`src/rtl/fc_pkg.sv`:
```
package fc_pkg;

  typedef enum logic [2:0] {
    FC_OK       = 3'd0,
    FC_ERR_LEN  = 3'd1,
    FC_ERR_FIFO = 3'd2,
    FC_ERR_WIP  = 3'd3,
    FC_ERR_ACT  = 3'd4,
    FC_ERR_SEM  = 3'd5
  } fc_err_e;

  typedef enum logic [2:0] {
    SEL_SEM  = 3'd0,
    SEL_CMD  = 3'd1,
    SEL_ADDR = 3'd2,
    SEL_STAT = 3'd3,
    SEL_DATA = 3'd4
  } fc_sel_e;

  localparam logic [7:0] OP_STATUS = 8'h05;
  localparam logic [7:0] OP_FAST   = 8'h0B;
  localparam int         ACT_BIT   = 31;
  localparam int         RCNT_LSB  = 12;
  localparam int         OP_LSB    = 0;

  // command word: active | reserved | read bytes | address bytes | opcode
  function automatic logic [31:0] fc_cmd(input logic [7:0] op,
                                         input logic [3:0] acnt,
                                         input logic [7:0] rcnt);
    return {1'b1, 11'b0, rcnt, acnt, op};
  endfunction

endpackage

```
`src/rtl/fc_piece_calc.sv`:
```
module fc_piece_calc #(
  parameter int LEN_W      = 16,
  parameter int FIFO_BYTES = 128,
  localparam int OW = $clog2(FIFO_BYTES),
  localparam int PW = OW + 1
) (
  input  logic [OW-1:0]    addr_lo,
  input  logic [LEN_W-1:0] remain,
  output logic [PW-1:0]    piece_len,
  output logic             piece_bad
);

  logic [PW-1:0] to_edge;
  logic          fits;

  always_comb begin
    to_edge   = PW'(FIFO_BYTES) - {1'b0, addr_lo};
    fits      = remain < LEN_W'(to_edge);
    piece_len = fits ? remain[PW-1:0] : to_edge;
    piece_bad = (piece_len == '0) || (piece_len > PW'(FIFO_BYTES)) ||
                (piece_len[1:0] != 2'b00);
  end

endmodule

```
`src/rtl/fc_byte_swap.sv`:
```
module fc_byte_swap #(
  parameter int BYTES = 4
) (
  input  logic [8*BYTES-1:0] din,
  output logic [8*BYTES-1:0] dout
);

  for (genvar b = 0; b < BYTES; b++) begin : g_lane
    assign dout[8*b +: 8] = din[8*(BYTES-1-b) +: 8];
  end

endmodule

```
`src/rtl/fc_delay_ctr.sv`:
```
module fc_delay_ctr #(
  parameter int W = 8
) (
  input  logic         clk,
  input  logic         rst_n,
  input  logic         run,
  output logic [W-1:0] count
);

  always_ff @(posedge clk or negedge rst_n) begin
    if (!rst_n)   count <= '0;
    else if (run) count <= count + 1'b1;
    else          count <= '0;
  end

endmodule

```
`src/rtl/flash_chunk_reader.sv`:
```
module flash_chunk_reader
  import fc_pkg::*;
#(
  parameter int ADDR_W      = 24,
  parameter int LEN_W       = 16,
  parameter int FIFO_BYTES  = 128,
  parameter int SEM_TRIES   = 500,
  parameter int RETRY_DLY   = 1000,
  parameter int FLUSH_POLLS = 10000,
  parameter int ACT_POLLS   = 100000
) (
  input  logic              clk,
  input  logic              rst_n,
  input  logic              start,
  input  logic [ADDR_W-1:0] start_addr,
  input  logic [LEN_W-1:0]  start_len,
  output logic              done,
  output logic [2:0]        err_code,
  output logic              reg_valid,
  output logic              reg_write,
  output logic [2:0]        reg_sel,
  output logic [31:0]       reg_wdata,
  input  logic              reg_ready,
  input  logic [31:0]       reg_rdata,
  output logic              buf_valid,
  input  logic              buf_ready,
  output logic [LEN_W-3:0]  buf_addr,
  output logic [31:0]       buf_data
);

  localparam int OW   = $clog2(FIFO_BYTES);
  localparam int PW   = OW + 1;
  localparam int CW   = $clog2(FIFO_BYTES / 4) + 1;
  localparam int BAW  = LEN_W - 2;
  localparam int PM1  = (SEM_TRIES > FLUSH_POLLS) ? SEM_TRIES : FLUSH_POLLS;
  localparam int PMAX = (PM1 > ACT_POLLS) ? PM1 : ACT_POLLS;
  localparam int PCW  = $clog2(PMAX + 1);
  localparam int DW   = $clog2(RETRY_DLY + 1);

  typedef enum logic [4:0] {
    S_IDLE, S_SEM_RD, S_SEM_WAIT, S_PLAN,
    S_FL_STAT, S_FL_DRAIN, S_FL_POLL,
    S_ST_CMD, S_ST_ACT, S_ST_CNT, S_ST_DAT, S_ST_CHK,
    S_RD_ADDR, S_RD_CMD, S_RD_ACT,
    S_DR_RD, S_DR_WR,
    S_REL, S_DONE
  } st_e;

  st_e               state, flush_ret;
  logic [ADDR_W-1:0] cur_addr;
  logic [LEN_W-1:0]  remain;
  logic [BAW-1:0]    word_idx;
  logic [PW-1:0]     piece_len;
  logic [CW-1:0]     drain_left;
  logic [PCW-1:0]    pcnt;
  logic              retried;
  logic [7:0]        stat_byte;
  logic [31:0]       word_q;
  fc_err_e           err;

  logic              hs;
  logic [CW-1:0]     fifo_cnt;
  logic              act_on;
  logic [PW-1:0]     pc_len;
  logic              pc_bad;
  logic [31:0]       swapped;
  logic [DW-1:0]     dly;

  assign hs       = reg_valid && reg_ready;
  assign fifo_cnt = reg_rdata[CW-1:0];
  assign act_on   = reg_rdata[ACT_BIT];

  fc_piece_calc #(.LEN_W(LEN_W), .FIFO_BYTES(FIFO_BYTES)) u_piece (
    .addr_lo   (cur_addr[OW-1:0]),
    .remain    (remain),
    .piece_len (pc_len),
    .piece_bad (pc_bad)
  );

  fc_byte_swap #(.BYTES(4)) u_swap (
    .din  (reg_rdata),
    .dout (swapped)
  );

  fc_delay_ctr #(.W(DW)) u_dly (
    .clk   (clk),
    .rst_n (rst_n),
    .run   (state == S_SEM_WAIT),
    .count (dly)
  );

  // register port requests, one per state
  always_comb begin
    reg_valid = 1'b0;
    reg_write = 1'b0;
    reg_sel   = SEL_STAT;
    reg_wdata = '0;
    unique case (state)
      S_SEM_RD: begin
        reg_valid = 1'b1;
        reg_sel   = SEL_SEM;
      end
      S_FL_STAT, S_FL_POLL, S_ST_CNT: begin
        reg_valid = 1'b1;
        reg_sel   = SEL_STAT;
      end
      S_FL_DRAIN, S_ST_DAT, S_DR_RD: begin
        reg_valid = 1'b1;
        reg_sel   = SEL_DATA;
      end
      S_ST_CMD: begin
        reg_valid = 1'b1;
        reg_write = 1'b1;
        reg_sel   = SEL_CMD;
        reg_wdata = fc_cmd(OP_STATUS, 4'd0, 8'd4);
      end
      S_ST_ACT, S_RD_ACT: begin
        reg_valid = 1'b1;
        reg_sel   = SEL_CMD;
      end
      S_RD_ADDR: begin
        reg_valid = 1'b1;
        reg_write = 1'b1;
        reg_sel   = SEL_ADDR;
        reg_wdata = 32'(cur_addr);
      end
      S_RD_CMD: begin
        reg_valid = 1'b1;
        reg_write = 1'b1;
        reg_sel   = SEL_CMD;
        reg_wdata = fc_cmd(OP_FAST, 4'd4, 8'(piece_len));
      end
      S_REL: begin
        reg_valid = 1'b1;
        reg_write = 1'b1;
        reg_sel   = SEL_SEM;
        reg_wdata = '0;
      end
      default: ;
    endcase
  end

  assign buf_valid = (state == S_DR_WR);
  assign buf_addr  = word_idx;
  assign buf_data  = word_q;
  assign done      = (state == S_DONE);
  assign err_code  = err;

  always_ff @(posedge clk or negedge rst_n) begin
    if (!rst_n) begin
      state      <= S_IDLE;
      flush_ret  <= S_ST_CMD;
      cur_addr   <= '0;
      remain     <= '0;
      word_idx   <= '0;
      piece_len  <= '0;
      drain_left <= '0;
      pcnt       <= '0;
      retried    <= 1'b0;
      stat_byte  <= '0;
      word_q     <= '0;
      err        <= FC_OK;
    end else begin
      unique case (state)
        S_IDLE: begin
          if (start) begin
            cur_addr <= start_addr;
            remain   <= start_len;
            word_idx <= '0;
            pcnt     <= '0;
            err      <= FC_OK;
            state    <= S_SEM_RD;
          end
        end

        S_SEM_RD: begin
          if (hs) begin
            if (reg_rdata == '0) begin
              state <= S_PLAN;
            end else if (pcnt == PCW'(SEM_TRIES - 1)) begin
              err   <= FC_ERR_SEM;
              state <= S_DONE;
            end else begin
              pcnt  <= pcnt + 1'b1;
              state <= S_SEM_WAIT;
            end
          end
        end

        S_SEM_WAIT: begin
          if (dly == DW'(RETRY_DLY - 1)) state <= S_SEM_RD;
        end

        S_PLAN: begin
          if (remain == '0) begin
            state <= S_REL;
          end else if (pc_bad) begin
            err   <= FC_ERR_LEN;
            state <= S_REL;
          end else begin
            piece_len <= pc_len;
            retried   <= 1'b0;
            flush_ret <= S_ST_CMD;
            state     <= S_FL_STAT;
          end
        end

        S_FL_STAT: begin
          if (hs) begin
            if (fifo_cnt == '0) begin
              state <= flush_ret;
            end else begin
              drain_left <= fifo_cnt;
              state      <= S_FL_DRAIN;
            end
          end
        end

        S_FL_DRAIN: begin
          if (hs) begin
            if (drain_left == CW'(1)) begin
              pcnt  <= '0;
              state <= S_FL_POLL;
            end
            drain_left <= drain_left - 1'b1;
          end
        end

        S_FL_POLL: begin
          if (hs) begin
            if (fifo_cnt == '0) begin
              state <= flush_ret;
            end else if (pcnt == PCW'(FLUSH_POLLS - 1)) begin
              err   <= FC_ERR_FIFO;
              state <= S_REL;
            end else begin
              pcnt <= pcnt + 1'b1;
            end
          end
        end

        S_ST_CMD: begin
          if (hs) begin
            pcnt  <= '0;
            state <= S_ST_ACT;
          end
        end

        S_ST_ACT: begin
          if (hs) begin
            if (!act_on) begin
              state <= S_ST_CNT;
            end else if (pcnt == PCW'(ACT_POLLS - 1)) begin
              err   <= FC_ERR_ACT;
              state <= S_REL;
            end else begin
              pcnt <= pcnt + 1'b1;
            end
          end
        end

        S_ST_CNT: begin
          if (hs) begin
            if (fifo_cnt != '0) begin
              state <= S_ST_DAT;
            end else if (!retried) begin
              retried   <= 1'b1;
              flush_ret <= S_ST_CMD;
              state     <= S_FL_STAT;
            end else begin
              err   <= FC_ERR_WIP;
              state <= S_REL;
            end
          end
        end

        S_ST_DAT: begin
          if (hs) begin
            stat_byte <= reg_rdata[31:24];
            flush_ret <= S_ST_CHK;
            state     <= S_FL_STAT;
          end
        end

        S_ST_CHK: begin
          if (stat_byte[0]) begin
            err   <= FC_ERR_WIP;
            state <= S_REL;
          end else begin
            state <= S_RD_ADDR;
          end
        end

        S_RD_ADDR: begin
          if (hs) state <= S_RD_CMD;
        end

        S_RD_CMD: begin
          if (hs) begin
            pcnt  <= '0;
            state <= S_RD_ACT;
          end
        end

        S_RD_ACT: begin
          if (hs) begin
            if (!act_on) begin
              drain_left <= CW'(piece_len >> 2);
              state      <= S_DR_RD;
            end else if (pcnt == PCW'(ACT_POLLS - 1)) begin
              err   <= FC_ERR_ACT;
              state <= S_REL;
            end else begin
              pcnt <= pcnt + 1'b1;
            end
          end
        end

        S_DR_RD: begin
          if (hs) begin
            word_q <= swapped;
            state  <= S_DR_WR;
          end
        end

        S_DR_WR: begin
          if (buf_ready) begin
            word_idx   <= word_idx + 1'b1;
            drain_left <= drain_left - 1'b1;
            if (drain_left == CW'(1)) begin
              cur_addr <= cur_addr + ADDR_W'(piece_len);
              remain   <= remain - LEN_W'(piece_len);
              state    <= S_PLAN;
            end else begin
              state <= S_DR_RD;
            end
          end
        end

        S_REL: begin
          if (hs) state <= S_DONE;
        end

        S_DONE: state <= S_IDLE;

        default: state <= S_IDLE;
      endcase
    end
  end

endmodule

```
`config.mk`:
```
export PLATFORM = sky130hd
export DESIGN_NAME = flash_chunk_reader
export DESIGN_NICKNAME = d
export VERILOG_FILES = /design/src/rtl/fc_pkg.sv /design/src/rtl/fc_piece_calc.sv /design/src/rtl/fc_byte_swap.sv /design/src/rtl/fc_delay_ctr.sv /design/src/rtl/flash_chunk_reader.sv
export SDC_FILE = /design/constraint.sdc
export NUM_CORES = 1
export LEC_CHECK = 0
export BUFFER_PORTS_ARGS = -buffer_cell sky130_fd_sc_hd__buf_2
export CAP_MARGIN = 30
export CORE_UTILIZATION = 44
export DETAILED_ROUTE_END_ITERATION = 8
export PLACE_DENSITY = 0.74
export SLEW_MARGIN = 10
export SYNTH_ARGS = -nofsm -noshare
export SYNTH_HDL_FRONTEND = slang
export SYNTH_SLANG_ARGS = --single-unit
export TNS_END_PERCENT = 50
```
`constraint.sdc`:
```
create_clock -name clk -period 3.3 [get_ports clk]
set_input_delay 0.825 -clock clk [delete_from_list [all_inputs] [get_ports clk]]
set_output_delay 0.825 -clock clk [all_outputs]
set_load 0.03 [all_outputs]
```
==> flow_summary.toml, run 1 <==
[timing]
setup_viol = 0
slew_headroom_pct = 55.3
whs_ns = 0.425
hold_viol = 0
fin_crit_sh_pct = 96.8
maxSlewViolCount = 0
tightest_slew_ns = 0.671
clock-skew-final_ns = 0.0127
setup_slack_ns = 0.107
rsz0062_at_grt = "no"
timing.final.crit_period_ns = 3.19
fmax_ghz = 0.313

[layout]
n_antenna_cell = 0
multi_input_comb_area_um2 = 5370
drive_gt1_share_pct = 24.4
syn_to_final_growth_pct = 20.0
fillCellCount = 1905
final_cells = 1522
fin_nets = 1347
seq_area_um2 = 3480

[die]
coreArea_um2 = 20400
die_w_um = 147
dieArea_um2 = 21600
start_util_pct = 45.3
pin_count = 165
die_h_um = 147
rows = 52

[grt]
antenna_found_initial = 0
grt_overflow = 0
grt_pass1_vias = 8523
grt_pass1_wl_mm = 44.9
grt_util_all_layers_pct = 26.0
grt_max_degree = 66

[logic_synthesis]
syn_inst = 1072
seq_area_frac_synth_pct = 37.6
ys_seq_elements = 139
yosys_warnings = 0
syn_area_um2 = 9250
synthTopCellsByArea = "dfrtp_1, nor2_1, o21ai_0, ha_1, mux2_2"
synth.avg_cell_area_um2 = 8.63
synth_largest_area_cell = "dfrtp_1"
synth_top_area_share_pct = 37.3
synth-edff-count = 0
ys_types = 87
ys.flop_type = "dfrtp_1"
async_flop_share_pct = 100

[drt]
vias = 8956
drtIter0Drc = 766
viasPerCell = 5.88
dr.pass1.iters = 6
routedWlPerCell_um = 18.3
routed_wl_mm = 27.9
drtAntennaViolNets = 0
remaining_drc_errors = 0

[worst_setup_path]
rr_endpoint = "err_code[1]"
regToRegSetupSlack_ns = 0.19
critPathRequiredTime_ns = 2.47
r2r_cells = 12
timing.setup.critical_path_class = "reg -> out"
setup.worst_path.end_class = "output port"
arrival_ns = 2.37
setup.worst_path.start_class = "flip-flop"
worst-path-max-fanout = 17
r2r_start = "cur_addr[1]"

[power_and_ir_drop]
p_sw_uw = 4460
p_leak_uw = 0.00518
power_density_nw_per_um2 = 867
pwr-share-seq_pct = 29.5
internal_power_uw = 5160
comb_power_share_pct = 51.4
swShare_pct = 46.4
peakVddDrop_v = 0.000510
p_clk_share_pct = 19.1
power_uw = 9620

[run_status]
status = "complete, no violations"

[clock_tree]
cts_buffer_depth = 2
ctsHtreeMaxLevel = 4
root_buffer = "clkbuf_16"
numCtsBuffers = 17
cts.sinks = 139
cts_tree = "yes"
path_clk_slew_ns = 0.06
clk_latency_ns = 0.42

[placed_design]
place_congestion = 0.973
preCtsSetupSlack_ns = -0.160
placedCellCount = 1487
io_buffers = 157
hpwl_mm = 20.4

[job]
max_cap_viol_count = 0

[min_path]
hp-class = "in -> async"
## worst max-delay path: stages, from the launching register on
cell and delay, ns:
dfrtp_1 0.73, buf_4 0.30, buf_4 0.20, nand2_1 0.06, o32a_1 0.28, nor2_1 0.14, buf_2 0.22
## state kept, by name, indices dropped and copies added, names as in the netlist
register	cells
flush_ret	2
u_dly.count	10
stat_byte	1
piece_len	8
buf_data	32
pcnt	17
drain_left	6
remain	16
err_code	3
retried	1
cur_addr	24
state	5
buf_addr	14
## worst max path at each step
stage                            from           end  slack [ns]  cells past startpoint
final                        state[0]    reg_sel[2]        0.11                      6
after global routing      cur_addr[1]  piece_len[2]        0.02                     13
after CTS                 cur_addr[1]  piece_len[7]        0.01                     13
after detailed placement  cur_addr[1]  piece_len[7]       -0.16                     13
after global placement    cur_addr[1]       retried        0.03                     12
after floorplan           cur_addr[0]   err_code[1]        0.05                     14
## power by group through the flow
| stage | clock network (µW) | logic, µW | registers (µW) |
|---|---|---|---|
| 4_1_cts | 1880 | 4860 | 2800 |
| 6_report | 1840 | 4940 | 2840 |
| 5_1_grt | 1940 | 5420 | 2890 |
| 3_5_place_dp | 0 | 4820 | 2830 |
| 3_3_place_gp | 0 | 4760 | 2810 |
| 2_1_floorplan | 0 | 3330 | 2800 |
## timing repair
action                     CTS  global route
pin swaps                    1             5
setup endpoints to repair   11            15
setup buffers                0             3
gates resized for setup      1             7
hold buffers                 0             0
## per-stage QoR
step | instance area (µm²) | util, % | TNS [ns]
2_1_floorplan | 9270 | - | 0
3_3_place_gp | 10500 | 51.3 | 0
3_5_place_dp | 10500 | 51.3 | -1.08
4_1_cts | 11100 | 54.1 | 0
5_1_grt | 11100 | 54.3 | 0
6_report | 11100 | 54.3 | 0
## synthesized netlist by cell type (all sizes together), types with 18 or more instances
cell and instances:
nand2 89, ha 29, nor3 36, xor2 23, nor2 121, and3 27, o21ai 76, mux2 33
and2 18, dfrtp 138, inv 32, clkbuf 35, a31oi 20, buf 33, nand2b 18, nand3 41
nor4 21, a21oi 57
## cell type report
cell class / count / area share [%]
multi-input combinational: 838 / 48.4
timing repair buffer: 210 / 11.1
tap: 270 / 3.04
inverter: 33 / 1.12
sequential: 139 / 31.4
clock inverter: 12 / 1.04
clock buffer: 20 / 4.02
## cell usage in the layout (no fill, tap or decap), drive strengths merged, types with 11 or more instances in the layout
cell    instances
mux2           33
nor4           21
nand2          89
nor3           36
o21ai          76
ha             29
nor2b          15
nand2b         18
clkbuf         20
a31oi          20
buf           210
a211oi         15
nand3          41
or3            14
inv            35
dfrtp         138
nor2          121
and2           18
o31ai          12
nand4          11
and3           27
xor2           23
a21oi          57
xnor2          13
## metal layers
layer / GRT usage, % / part of all wire [%] / routed length [µm]
met5: 0 / 0 / 0
met1: 36.4 / 45 / 12500
met2: 40.4 / 46 / 12800
met4: 9.90 / 3.2 / 890
met3: 4.32 / 6.3 / 1760
## cell families (layout without fill, tap and decap cells)
group / Yosys count / in the layout / synth area share [%]
adders and majority gates: 31 / 31 / 4.36
AOI/OAI and AO/OA: 287 / 287 / 21.2
muxes: 36 / 36 / 4.38
buffers and inverters: 101 / 275 / 5.01
xor gates and xnor gates: 36 / 36 / 3.41
and+or+nand+nor: 441 / 441 / 24.0
other: 1 / 7 / 0.0406
DFF: 139 / 139 / 37.6
No activity file was read; power rests on OpenSTA's default activity.
==> run 2, diff against run 1 <==
--- a/config.mk
+++ b/config.mk
@@ -13,5 +13,6 @@
 export SLEW_MARGIN = 10
 export SYNTH_ARGS = -nofsm -noshare
 export SYNTH_HDL_FRONTEND = slang
+export SYNTH_HIERARCHICAL = 1
 export SYNTH_SLANG_ARGS = --single-unit
 export TNS_END_PERCENT = 50
==> flow_summary.toml, run 2 <==
[logic_synthesis]
async_flop_share_pct = 100
syn_inst = 1067
yosys-top-cells-count = "dfrtp_1, nor2_1, nand2_1"
synthTopCellsByArea = "dfrtp_1, mux2_2, nor2_1, ha_1, o21ai_0"
synth-edff-count = 0
syn_area_um2 = 9330
synth.avg_cell_area_um2 = 8.75
yosysMostFrequentCell = "dfrtp_1"
ys.flop_type = "dfrtp_1"
seq_area_frac_synth_pct = 37.3
ys_types = 84
synth_top_area_share_pct = 37.0
ys_seq_elements = 139
synth_largest_area_cell = "dfrtp_1"
yosys_warnings = 6

[power_and_ir_drop]
power_density_nw_per_um2 = 954
peakVddDrop_v = 0.000352
power_uw = 10700
p_leak_uw = 0.00511

[timing]
maxSlewViolCount = 0
timing.final.crit_period_ns = 3.73
setup_viol = 5
setup_slack_ns = -0.432
fin_crit_sh_pct = 113
clock-skew-final_ns = 0.00908
hold_viol = 0
slew_headroom_pct = 39.0
tightest_slew_ns = 0.915
whs_ns = 0.373
rsz0062_at_grt = "yes"
fmax_ghz = 0.268

[worst_setup_path]
setup.worst_path.start_class = "flip-flop"
r2r_cells = 13
timing.setup.critical_path_class = "reg -> reg"
setup.worst_path.end_class = "flip-flop"
r2r_start = "cur_addr[1]"
regToRegSetupSlack_ns = -0.43
worst-path-max-fanout = 4
arrival_ns = 4.04
rr_endpoint = "err_code[0]"
critPathRequiredTime_ns = 3.61

[run_status]
status = "finished with violations"
violations = "setup timing"

[grt]
grt_overflow = 0
use_met1_pct = 33.7
grt_util_all_layers_pct = 25.8
grt_use_met3_pct = 4.75
use_met2_pct = 41.5
busiest_layer = "met2"
grt_pass1_vias = 8733
grt_pass1_wl_mm = 44.6
antenna_found_initial = 0
grt_max_degree = 63

[layout]
final_cell_mix = "buf_2, dfrtp_1, nor2_1, nand2_1"
syn_to_final_growth_pct = 20.4
drive_gt1_share_pct = 27.3
n_antenna_cell = 0
fin_nets = 1334
largest_register_ffs = 32
final_common_cell = "buf_2"
fillCellCount = 1841
post-route-util_pct = 54.8

[min_path]
hp-class = "in -> async"

[drt]
drtAntennaViolNets = 0
vias = 8987
dr.pass1.iters = 5
remaining_drc_errors = 0
drtIter0Drc = 788
routedWlPerCell_um = 18.5
viasPerCell = 5.96
routed_wl_mm = 27.9

[die]
rows = 52
dieArea_um2 = 21800
pin_count = 165
coreArea_um2 = 20500
die_w_um = 148
die_h_um = 148
start_util_pct = 45.5

[placed_design]
preCtsSetupSlack_ns = -0.599
io_buffers = 157
hpwl_mm = 19.8
place_congestion = 0.943

[clock_tree]
clk_latency_ns = 0.43
ctsHtreeMaxLevel = 4
cts_tree = "yes"
path_clk_slew_ns = 0.06
cts_buffer_depth = 2
root_buffer = "clkbuf_16"
cts.sinks = 139
numCtsBuffers = 17

[job]
max_cap_viol_count = 0
## run 2: how the worst max path moves through the flow
stage | start | endpoint | slack (ns) | cells past startpoint
floorplan | cur_addr[3] | err_code[0] | -0.37 | 14
global placement | cur_addr[1] | err_code[0] | -0.41 | 13
detailed placement | cur_addr[0] | err_code[0] | -0.60 | 14
CTS | cur_addr[1] | err_code[0] | -0.50 | 13
global route | cur_addr[0] | err_code[1] | -0.53 | 14
finish | cur_addr[1] | err_code[0] | -0.43 | 13
## run 2: cells by family after synthesis
kind of cell	share of synthesized area, %
and+or+nand+nor	21.6
AOI/OAI and AO/OA	20.7
DFF	37.3
buffers and inverters	7.29
muxes	5.89
adders and majority gates	4.32
xor gates and xnor gates	2.91
other	0.0402
## run 2: where the power goes
group          leakage, µW  switching (µW)  internal [µW]  total (µW)
Combinational      0.00309            3510           2330        5850
Clock             0.000260             763           1110        1870
Sequential         0.00175             687           2310        3000
Total              0.00511            4960           5760       10700
## run 2: timing repair
item,CTS,global route
resized for setup,11,26
setup endpoints to repair,16,17
pin swaps,8,8
endpoints found under the hold margin,0,0
setup buffers,14,3
cloned,0,1
hold buffers,0,0
## run 2: routing by layer
metal	vias to the layer above	wire, µm
met2	356	13200
met1	4375	12000
met4	0	1040
met3	79	1630
li1	4177	-
met5	-	0
## run 2: cell type report
type                    instances  area [µm²]  area share (%)
clock buffers                  21         440            3.92
inverters                      43         161            1.44
multi-input cells             801        5360            47.7
clock inverters                11         125            1.11
repair buffers                224        1330            11.8
flip-flops and latches        139        3480            31.0
well taps                     270         338            3.01
## run 2: worst max-delay path, cell delays in order (launching register included)
cell      delay, ns
dfrtp_2        0.42
or4_4          0.55
nor2_4         0.12
xor2_2         0.18
ha_1           0.28
a21o_1         0.18
a21o_1         0.19
a221oi_4       0.32
mux2i_2        0.32
nor2_1         0.07
nor4_1         0.19
nand3_1        0.14
or3_4          0.37
mux2_4         0.30
## run 2: per-stage QoR
| step | instances | TNS, ns | cell area, µm² |
|---|---|---|---|
| global route | 1509 | -2.21 | 11200 |
| global placement | 1467 | -1.02 | 10500 |
| CTS | 1511 | -1.59 | 11200 |
| detailed placement | 1468 | -2.37 | 10500 |
| finish | 1509 | -1.27 | 11200 |
| floorplan | 1073 | -2.35 | 9380 |
